## src/rtl/mbx_pkg.sv

```systemverilog
package mbx_pkg;

  // Bytes covered by one alias window holding `boxes` 32-bit registers.
  function automatic int unsigned window_bytes(int unsigned boxes);
    return boxes * 4;
  endfunction

  // True when a byte address falls inside the window starting at `base`.
  function automatic logic hits_window(int unsigned addr, int unsigned base,
                                       int unsigned boxes);
    return (addr >= base) && (addr < base + window_bytes(boxes));
  endfunction

  // Word slot of an address inside a window; the low two bits are dropped.
  function automatic int unsigned slot_of(int unsigned addr, int unsigned base);
    return (addr - base) >> 2;
  endfunction

endpackage

```

## src/rtl/mbx_decode.sv

```systemverilog
module mbx_decode
  import mbx_pkg::*;
#(
  parameter int unsigned ADDR_W   = 8,
  parameter int unsigned NUM_BOX  = 16,
  parameter int unsigned SET_BASE = 'h80,
  parameter int unsigned CLR_BASE = 'hC0,
  localparam int unsigned IDX_W   = $clog2(NUM_BOX)
) (
  input  logic [ADDR_W-1:0] addr,
  output logic              set_hit,
  output logic              clr_hit,
  output logic [IDX_W-1:0]  idx
);

  int unsigned a_wide;

  always_comb begin
    a_wide  = 32'(addr);
    set_hit = hits_window(a_wide, SET_BASE, NUM_BOX);
    clr_hit = hits_window(a_wide, CLR_BASE, NUM_BOX);
    if (set_hit)
      idx = IDX_W'(slot_of(a_wide, SET_BASE));
    else if (clr_hit)
      idx = IDX_W'(slot_of(a_wide, CLR_BASE));
    else
      idx = '0;
  end

endmodule

```

## src/rtl/mbx_cell.sv

```systemverilog
module mbx_cell #(
  parameter int unsigned DATA_W = 32
) (
  input  logic              clk,
  input  logic              rst_n,
  input  logic              set_en,
  input  logic              clr_en,
  input  logic [DATA_W-1:0] wdata,
  output logic [DATA_W-1:0] value,
  output logic              irq
);

  // Set first, then clear, so a clear always wins on a shared bit.
  function automatic logic [DATA_W-1:0] apply_write(
    input logic [DATA_W-1:0] cur,
    input logic              s,
    input logic              c,
    input logic [DATA_W-1:0] wd
  );
    logic [DATA_W-1:0] after_set;
    after_set = s ? (cur | wd) : cur;
    return c ? (after_set & ~wd) : after_set;
  endfunction

  always_ff @(posedge clk or negedge rst_n) begin
    if (!rst_n)
      value <= '0;
    else if (set_en || clr_en)
      value <= apply_write(value, set_en, clr_en, wdata);
  end

  assign irq = |value;

endmodule

```

## src/rtl/mbx_status.sv

```systemverilog
module mbx_status #(
  parameter int unsigned NUM_CORES      = 4,
  parameter int unsigned BOXES_PER_CORE = 4,
  parameter int unsigned DATA_W         = 32,
  parameter int unsigned PEND_LSB       = 4,
  localparam int unsigned NUM_BOX       = NUM_CORES * BOXES_PER_CORE
) (
  input  logic [NUM_BOX-1:0]          irq,
  output logic [NUM_CORES*DATA_W-1:0] pending
);

  always_comb begin
    pending = '0;
    for (int c = 0; c < int'(NUM_CORES); c++)
      for (int b = 0; b < int'(BOXES_PER_CORE); b++)
        pending[c*DATA_W + PEND_LSB + b] = irq[c*BOXES_PER_CORE + b];
  end

endmodule

```

## src/rtl/mbx_bank.sv

```systemverilog
module mbx_bank
  import mbx_pkg::*;
#(
  parameter int unsigned NUM_CORES      = 4,
  parameter int unsigned BOXES_PER_CORE = 4,
  parameter int unsigned DATA_W         = 32,
  parameter int unsigned ADDR_W         = 8,
  parameter int unsigned SET_BASE       = 'h80,
  parameter int unsigned CLR_BASE       = 'hC0,
  parameter int unsigned PEND_LSB       = 4,
  localparam int unsigned NUM_BOX       = NUM_CORES * BOXES_PER_CORE,
  localparam int unsigned IDX_W         = $clog2(NUM_BOX)
) (
  input  logic                        clk,
  input  logic                        rst_n,
  input  logic [ADDR_W-1:0]           bus_addr,
  input  logic                        bus_we,
  input  logic [DATA_W-1:0]           bus_wdata,
  output logic [DATA_W-1:0]           bus_rdata,
  output logic [NUM_BOX-1:0]          mbx_irq,
  output logic [NUM_CORES*DATA_W-1:0] core_pending
);

  logic                      set_hit;
  logic                      clr_hit;
  logic [IDX_W-1:0]          hit_idx;
  // Named per-mailbox events, brought out for the checker.
  logic [NUM_BOX-1:0]        set_evt;
  logic [NUM_BOX-1:0]        clr_evt;
  logic [NUM_BOX*DATA_W-1:0] box_flat;

  mbx_decode #(
    .ADDR_W  (ADDR_W),
    .NUM_BOX (NUM_BOX),
    .SET_BASE(SET_BASE),
    .CLR_BASE(CLR_BASE)
  ) u_decode (
    .addr   (bus_addr),
    .set_hit(set_hit),
    .clr_hit(clr_hit),
    .idx    (hit_idx)
  );

  for (genvar m = 0; m < NUM_BOX; m++) begin : g_box
    assign set_evt[m] = bus_we && set_hit && (hit_idx == IDX_W'(m));
    assign clr_evt[m] = bus_we && clr_hit && (hit_idx == IDX_W'(m));

    mbx_cell #(.DATA_W(DATA_W)) u_cell (
      .clk   (clk),
      .rst_n (rst_n),
      .set_en(set_evt[m]),
      .clr_en(clr_evt[m]),
      .wdata (bus_wdata),
      .value (box_flat[m*DATA_W +: DATA_W]),
      .irq   (mbx_irq[m])
    );
  end

  always_comb begin
    if (set_hit || clr_hit)
      bus_rdata = box_flat[hit_idx*DATA_W +: DATA_W];
    else
      bus_rdata = '0;
  end

  mbx_status #(
    .NUM_CORES     (NUM_CORES),
    .BOXES_PER_CORE(BOXES_PER_CORE),
    .DATA_W        (DATA_W),
    .PEND_LSB      (PEND_LSB)
  ) u_status (
    .irq    (mbx_irq),
    .pending(core_pending)
  );

endmodule

```

## config.mk

```make
export PLATFORM = sky130hd
export DESIGN_NAME = mbx_bank
export DESIGN_NICKNAME = d
export VERILOG_FILES = /design/src/rtl/mbx_pkg.sv /design/src/rtl/mbx_decode.sv /design/src/rtl/mbx_cell.sv /design/src/rtl/mbx_status.sv /design/src/rtl/mbx_bank.sv
export SDC_FILE = /design/constraint.sdc
export NUM_CORES = 1
export LEC_CHECK = 0
export BUFFER_PORTS_ARGS = -buffer_cell sky130_fd_sc_hd__buf_2
export CORE_MARGIN = 3
export CORE_UTILIZATION = 50
export DETAILED_ROUTE_END_ITERATION = 8
export PLACE_DENSITY = 0.69
export SLEW_MARGIN = 20
export SYNTH_ARGS = -nofsm -noshare
export SYNTH_HDL_FRONTEND = slang
export SYNTH_SLANG_ARGS = --single-unit
```

## constraint.sdc

```tcl
create_clock -name clk -period 1.8 [get_ports clk]
set_input_delay 0.09 -clock clk [delete_from_list [all_inputs] [get_ports clk]]
set_output_delay 0.09 -clock clk [all_outputs]
set_load 0.01 [all_outputs]
```

Word-level counts from Yosys, hierarchy flattened
Cells that the tools add are included.
W data, S select, Z words.
{ "word_totals": {"memories": 0, "romBits": 0, "reg_bits": 512, "latch_bits": 0, "inputBits": 43, "mem_bits_rw": 0, "output_inout_bits": 176} }
{ "classes": {"n_mux": 35, "n_div": 0, "bitwise_logic": 33, "eq_ne": 15, "add_sub_neg": 2, "magnitude_cmp": 3, "shift": 1, "mul": 0, "reduce_logical": 69} }
{ "op_table": {"columns": ["cell", "n"], "rows": [
  ["$mux W32", 33],
  ["$and A32 B32 Y32", 16],
  ["$or A32 B32 Y32", 16],
  ["$reduce_or A32 Y1", 16],
  ["$shiftx A512 B10 Y32", 1],
  ["$logic_and A1 B1 Y1", 35],
  ["$eq A4 B4 Y1 const B", 8],
  ["$not A32 Y32", 1],
  ["$logic_or A1 B1 Y1", 17],
  ["$eq A4 B3 Y1 const B", 4],
  ["$ge A8 B8 Y1 const B", 2],
  ["$sub A6 B1 Y6 const B", 2],
  ["$eq A4 B2 Y1 const B", 2],
  ["$lt A8 B8 Y1 const B", 1],
  ["$mux W4", 2],
  ["$eq A4 B1 Y1 const B", 1],
  ["$logic_not A4 Y1", 1]
]} }

Longest topological paths before layout
Gate-level depths: netlist of run 1.
{ "depth": {"depth_word": 8, "mapped_depth": 9, "mapped_depth_nobuf": 5} }

By module
Synthesis of run 1 repeated with hierarchy kept, for this count alone.
{ "unflattened": {"hier_cells": 2380, "area_unflattened_um2": 25026.5} }
{ "modules_own_cells": {"columns": ["mod", "n_inst", "cells_each", "area_per_inst_um2"], "rows": [
  ["mbx_cell", 16, 113, 1223.7],
  ["mbx_bank", 1, 437, 4444.3],
  ["mbx_status", 1, 129, 964.7],
  ["mbx_decode", 1, 6, 38.8]
]} }

Least setup slack after synthesis of run 1
Ideal clock, no wire load.
{ "synth_timing": {"path_kind": "input-to-output", "from": "in bus_addr[3]", "to": "out bus_rdata[8]", "path_stages": 7, "setup_slack_ns": 0.153, "required_ns": 1.710, "path_buffers": 2, "arrival_ns": 1.557, "path_cell_list": "buf_4 buf_12 mux2i_1 a2bb2oi_1 o22ai_1 or4_1 a211oi_1"} }
{ "synth_between": {"elab_chain_cells": 5} }
{ "synth_rtl": {"columns": ["item", "line", "rtl"], "rows": [
  ["from (decl)", "mbx_bank.sv:16", "input logic [ADDR_W-1:0] bus_addr,"],
  ["$ge A8 B8 Y1 (tied with other cells)", "mbx_pkg.sv:11", "return (addr >= base) && (addr < base + window_bytes(boxes));"],
  ["$mux W4 / $logic_and A1 B1 Y1 (equally long branches)", "mbx_decode.sv:24, mbx_pkg.sv:11", null],
  ["$mux W4", "mbx_decode.sv:22", "if (set_hit)"],
  ["$shiftx A512 B10 Y32", "mbx_bank.sv:61", "bus_rdata = box_flat[hit_idx*DATA_W +: DATA_W];"],
  ["$mux W32 *", "mbx_bank.sv:60", "if (set_hit || clr_hit)"],
  ["to (decl)", "mbx_bank.sv:19", "output logic [DATA_W-1:0] bus_rdata,"]
]} }
Every way passes the cells marked *; elsewhere a longest branch is shown, timed or not.

==> results.py, run 1 <==
metrics = {
    "floorplanning": {
        "fp.dieW_um": 232,
        "top_level_ports": 219,
        "start_util": 0.507,
        "core_um2": 50300,
        "row_count": 82,
        "die_y_um": 232,
        "dieArea_um2": 53700,
    },
    "timing": {
        "worstMarginPinSlew_ns": 0.816,
        "fin_worst_skew_ns": 0,
        "hold_violations": 0,
        "rsz0062_at_grt": "yes",
        "finalWorstSetupSlack_ns": -0.647,
        "tns_ns": -26.87,
        "slew_headroom": 0.456,
        "fin_crit_ns": 2.45,
        "slew_violations": 0,
        "fmax_mhz": 409,
        "fin_crit_sh": 1.36,
        "setup-violations-final": 64,
    },
    "detailed_routing": {
        "top_layer_used": "met4",
        "wirelength_um": 98200,
        "ant_nets": 0,
        "wl_met1_um": 35800,
        "drc": 0,
        "via_per_inst": 6.77,
        "drt-initial-drc-count": 3536,
        "routed-wl-met3_um": 11600,
        "wl_per_cell_um": 27.1,
        "firstDrtPassIters": 7,
        "vias": 24500,
        "dr_wl_met2_um": 44400,
    },
    "run": {
        "maxCapViolCount": 0,
    },
    "final_layout": {
        "antenna_cells": 0,
        "num-fill-cells": 3983,
        "seqCellArea_um2": 12800,
        "multi_input_area_um2": 11900,
        "drive_gt1_frac": 0.280,
        "mostFrequentLayoutCell": "a21oi_1",
        "final_cell_area_um2": 31800,
        "finalNetCount": 2950,
        "final_cell_mix": "a21oi_1 (1048), dfrtp_1 (504), buf_4 (296), conb_1 (112), nor4_1 (83)",
        "syn2layout_area_growth_pct": 24.7,
    },
    "power": {
        "p_leak_nw": 14.2,
        "combPwrFrac": 0.214,
        "cellInternalPower_mw": 23.4,
        "switching_share": 0.303,
        "seq_power_share": 0.425,
        "p_clk_frac": 0.360,
        "powerDensity_nw_per_um2": 1050,
        "switching_power_mw": 10.2,
        "ir_drop_v": 0.000855,
    },
    "worst_setup_path": {
        "crit_fanout": 2,
        "end_kind": "output port",
        "crit_type": "flop to output port",
        "worst_setup_path_start_kind": "flop",
        "worst-endpoint-required_ns": 1.71,
        "reg2regPathDepth": 4,
        "cp.arrival_ns": 2.36,
    },
    "yosys": {
        "synthDistinctLibCells": 52,
        "synth_area_um2": 25500,
        "synth_edf_count": 0,
        "synthFlopType": "dfrtp_1",
        "synth_cells": 2685,
        "ys_warn_count": 0,
        "async_flop_share": 1.00,
        "ys_seq_elements": 512,
        "avgSynthCellArea_um2": 9.50,
        "yosysSeqAreaShare": 0.502,
    },
    "placement": {
        "gp_congestion": 0.990,
        "dpl.hpwl_um": 67100,
        "placed_area_um2": 28200,
        "portBuffers": 104,
    },
    "clock_tree": {
        "cts_inserted_buffers": 54,
        "clk_path_buf_depth": 3,
        "clockRootBuffer": "clkbuf_16",
        "insertion_delay_ns": 0.60,
        "clock_sinks": 512,
        "clkTransAtPathRegs_ns": 0.06,
        "cts_tree": "built",
        "htreeDepth": 2,
    },
    "global_route": {
        "grt_overflow": 0,
        "track_usage": 0.358,
        "grt_start_max_net_pins": 71,
        "grt_pass1_wl_um": 146000,
        "antenna_found_initial": 0,
        "grt_pass1_vias": 23500,
    },
    "run_status": {
        "status": "complete, but fails checks",
        "violations": "negative setup slack",
    },
    "worst_hold_path": {
        "hp-class": "primary input to asynchronous set/reset pin",
    },
}
[power by group through the flow]
stage / registers [mW] / logic [mW] / clock network (mW)
6_report: 14.3 / 7.19 / 12.1
5_1_grt: 14.4 / 7.66 / 12.6
4_1_cts: 14.1 / 6.78 / 12.1
3_5_place_dp: 14.2 / 6.14 / 0
3_3_place_gp: 14.2 / 6.00 / 0
2_1_floorplan: 13.9 / 3.60 / 0
[repair_timing]
item                                   in CTS  in global routing
setup endpoints to repair                  64                 64
setup buffers                              30                 16
resized for setup                         219                 70
hold buffers                                1                  0
endpoints found under the hold margin     512                  0
pin swaps                                  88                 51
[cell families (layout without fill, tap and decap cells)]
logic type      after synthesis  in the layout  share of synthesized area
compound gates             1323           1323                      0.279
buf+inv                     424            581                     0.0927
simple gates                335            335                     0.0729
flops                       512            512                      0.502
mux                          90             90                     0.0525
other cells                   1            112                   0.000147
[stage by stage]
step	power (mW)	setup slack (ns)	hold slack [ns]	std cells	util
after floorplan	17.5	0.153	-0.206	2796	-
after global placement	20.2	-0.344	0.0479	3493	0.561
after detailed placement	20.4	-0.352	0.0480	3493	0.561
after CTS	33.0	-0.612	0.00446	3614	0.624
after global routing	34.6	-0.687	0.0336	3625	0.633
final	33.5	-0.647	0.00931	3625	0.633
[per-layer routing]
layer	up-vias	track usage
met4	0	0.196
met2	1871	0.548
met1	12000	0.475
met3	393	0.0791
li1	10300	-
met5	-	0
[cell type report]
| type | instances | share of cell area |
|---|---|---|
| clock buffer | 88 | 0.0545 |
| timing repair buffer | 473 | 0.135 |
| multi-input combinational | 1860 | 0.374 |
| inverter | 6 | 0.000708 |
| clock inverter | 14 | 0.00622 |
| sequential | 512 | 0.403 |
| tap | 672 | 0.0264 |
[path summary, 6_finish.rpt]
check | slack, ns | from | end
worst min register to register | 0.56 | flop | flop
max in group asynchronous | 1.03 | rst_n | asynchronous set/reset pin
worst max-delay path | -0.65 | flop | bus_rdata[21]
min in group clk | 0.04 | bus_wdata[21] | flop
worst min-delay path | 0.009 | rst_n | asynchronous set/reset pin
worst max register to register | 0.81 | flop | flop
[critical path, cell delays in order (launching register included)]
cell	delay [ns]
dfrtp_1	0.37
buf_6	0.11
mux2_4	0.17
o21ai_2	0.05
or4_4	0.55
a211oi_4	0.24
buf_6	0.15
buf_6	0.10
[Yosys cell counts (4+ instances only)]
| cell type | n | area share |
|---|---|---|
| a21oi_1 | 1068 | 0.21 |
| dfrtp_1 | 512 | 0.50 |
| buf_4 | 156 | 0.046 |
| nor4_1 | 132 | 0.032 |
| buf_2 | 130 | 0.026 |
| clkbuf_1 | 129 | 0.019 |
| o22ai_1 | 84 | 0.021 |
| nor2_1 | 59 | 0.0087 |
| o21ai_0 | 49 | 0.0096 |
| o221ai_1 | 40 | 0.014 |
| mux2i_1 | 38 | 0.015 |
| nand4_1 | 34 | 0.0083 |
| mux4_2 | 33 | 0.029 |
| o211ai_1 | 30 | 0.0088 |
| or2_2 | 29 | 0.0071 |
| nand2_1 | 26 | 0.0038 |
| mux2_2 | 19 | 0.0084 |
| a211oi_1 | 17 | 0.0050 |
| nor3_1 | 17 | 0.0033 |
| nand3_1 | 11 | 0.0022 |
| and2_1 | 9 | 0.0022 |
| o22a_1 | 7 | 0.0024 |
| a22o_1 | 6 | 0.0021 |
| nand2b_1 | 5 | 0.0012 |
| inv_1 | 4 | 0.00059 |
Note: power is estimated with default switching activity, not from simulation.
==> run 2, diff against run 1 <==
ABC_AREA = 1   (was unset)
MAX_ROUTING_LAYER = met4   (was unset)
PLACE_DENSITY = 0.68   (was 0.69)
==> run 2 against run 1 <==
Compared with the run above:
- the run still ends with negative setup slack left
- wire length hardly changed
- worst hold slack better by 0.020 ns
- maximum frequency is 12% higher
- die area is 8.8% higher
- global-route usage is 2.4 points lower
- combinational power is 5.1% lower
==> results.py, run 2 <==
metrics = {
    "power": {
        "power_mw": 32.0,
        "powerDensity_nw_per_um2": 933,
        "ir_drop_v": 0.000732,
        "p_leak_nw": 16.2,
    },
    "worst_setup_path": {
        "crit_fanout": 2,
        "worst_setup_path_start_kind": "flop",
        "cp.arrival_ns": 2.10,
        "crit_type": "flop to output port",
        "crit_slowest_cell": "dfrtp_1",
        "worst-endpoint-required_ns": 1.71,
        "end_kind": "output port",
        "critical_path.max_stage_delay_ns": 0.38,
        "crit_chain": "nor4_2 -> buf_4 -> nand4_1 -> nor2_1 -> buf_4 -> nand2_4 -> buf_6",
        "crit_top_cell": "buf_4",
    },
    "timing": {
        "finalWorstSetupSlack_ns": -0.392,
        "worstMarginPinSlew_ns": 0.883,
        "hold_slack_ns": 0.0289,
        "slew_headroom": 0.409,
        "rsz0062_at_grt": "yes",
        "fin_crit_ns": 2.19,
        "fin_worst_skew_ns": 0,
        "hold_violations": 0,
        "setup-violations-final": 64,
        "fmax_mhz": 456,
        "slew_violations": 0,
        "fin_crit_sh": 1.22,
    },
    "yosys": {
        "synthDistinctLibCells": 31,
        "synth_common_cells": "nand2_1 (703), a21oi_1 (576), dfrtp_1 (512)",
        "synth_area_um2": 27800,
        "synth_edf_count": 0,
        "ys_seq_elements": 512,
        "synthFlopType": "dfrtp_1",
        "avgSynthCellArea_um2": 7.80,
        "yosysMostFrequentCell": "nand2_1",
        "yosysTopAreaCell": "dfrtp_1",
        "yosysSeqAreaShare": 0.461,
        "synthTopCellsByArea": "dfrtp_1 (46%), a21oi_1 (10%), nand2_1 (9.5%)",
        "async_flop_share": 1.00,
        "synth_top_area_share": 0.461,
        "synth_cells": 3564,
        "ys_warn_count": 0,
    },
    "final_layout": {
        "syn2layout_area_growth_pct": 23.3,
        "final_core_util": 0.630,
        "finalNetCount": 3758,
        "num-fill-cells": 4631,
        "final_cell_mix": "nand2_1 (622), a21oi_1 (557), dfrtp_1 (508), inv_1 (301), a22oi_1 (256)",
        "mostFrequentLayoutCell": "nand2_1",
        "drive_gt1_frac": 0.250,
    },
    "placement": {
        "place_ws_ns": -0.167,
        "gp_congestion": 0.949,
        "portBuffers": 104,
        "dpl.hpwl_um": 66200,
    },
    "global_route": {
        "grt_overflow": 0,
        "grt_pass1_wl_um": 150000,
        "met3_usage": 0.0491,
        "track_usage": 0.334,
        "use_met1": 0.446,
        "met2_usage": 0.503,
        "grt_start_max_net_pins": 87,
        "top_usage_layer": "met2",
        "antenna_found_initial": 2,
        "grt_pass1_vias": 25200,
    },
    "worst_hold_path": {
        "hp-class": "primary input to flop",
    },
    "floorplanning": {
        "start_util": 0.511,
        "fp.dieW_um": 242,
        "top_level_ports": 219,
        "core_um2": 54500,
        "dieArea_um2": 58500,
        "row_count": 85,
        "die_y_um": 242,
    },
    "detailed_routing": {
        "via_per_inst": 5.96,
        "vias": 26800,
        "wl_per_cell_um": 21.8,
        "drt-initial-drc-count": 3429,
        "ant_nets": 0,
        "drc": 0,
        "firstDrtPassIters": 6,
        "wirelength_um": 98100,
    },
    "clock_tree": {
        "cts_inserted_buffers": 55,
        "clockRootBuffer": "clkbuf_16",
        "clock_sinks": 512,
        "cts_tree": "built",
        "insertion_delay_ns": 0.61,
        "htreeDepth": 2,
        "clk_path_buf_depth": 3,
        "clkTransAtPathRegs_ns": 0.06,
    },
    "run_status": {
        "violations": "negative setup slack",
        "status": "complete, but fails checks",
    },
    "run": {
        "maxCapViolCount": 0,
    },
}
run 2: final timing paths:
check	start	endpoint	slack, ns	cells past startpoint
setup / recovery	flop	mbx_irq[8]	-0.39	7
hold / removal	bus_wdata[12]	flop	0.03	2
setup reg to reg	flop	flop	0.78	3
hold reg to reg	flop	flop	0.52	2
max in group asynchronous	rst_n	asynchronous set/reset pin	0.28	3
min in group asynchronous	rst_n	asynchronous set/reset pin	0.19	3
run 2: layout make-up:
type / count / area, um2 / area share
multi-input combinational: 2326 / 13300 / 0.387
timing repair buffer: 408 / 3920 / 0.114
antenna: 2 / 5.00 / 0.000146
sequential: 512 / 12800 / 0.374
inverter: 412 / 1550 / 0.0452
clock inverter: 13 / 143 / 0.00416
clock buffer: 88 / 1670 / 0.0488
tap: 739 / 925 / 0.0270
run 2: what timing repair did:
| item | CTS | global route |
|---|---|---|
| hold buffers | 18 | 0 |
| buffers inserted | 47 | 31 |
| endpoints found under the hold margin | 622 | 0 |
| gates resized for setup | 384 | 207 |
| pin swaps | 162 | 149 |
| endpoints found under the setup margin | 64 | 64 |
run 2: routing by layer:
metal / vias up / wire length (um)
li1: 11900 / -
met2: 1666 / 44600
met5: - / 0
met1: 12900 / 38400
met4: 0 / 5400
met3: 326 / 9810
run 2: cells by family after synthesis:
kind of cell    share of synthesized area
compound gates                      0.193
simple gates                        0.206
flops                               0.461
other cells                      0.000135
buf+inv                             0.140
run 2: worst max-delay path, delay by kind of cell, from the launching register on:
kind | cells | cell delay [ns]
simple gates | 4 | 0.63
buf+inv | 3 | 0.46
flops | 1 | 0.38
run 2: metrics by stage:
| stage | cells | cell area (um2) | TNS (ns) |
|---|---|---|---|
| after CTS | 4470 | 33400 | -10.35 |
| after global routing | 4500 | 34300 | -13.35 |
| final | 4500 | 34300 | -9.82 |
| after detailed placement | 4305 | 29700 | -20.61 |
| after global placement | 4305 | 29700 | -6.84 |
| after floorplan | 3675 | 28200 | 0 |
run 2: power by group:
part           total (mW)  internal, mW  switching, mW
clock network        11.5          6.75           4.79
registers            13.6          12.8          0.867
logic                6.82          2.57           4.25
total                32.0          22.1           9.91
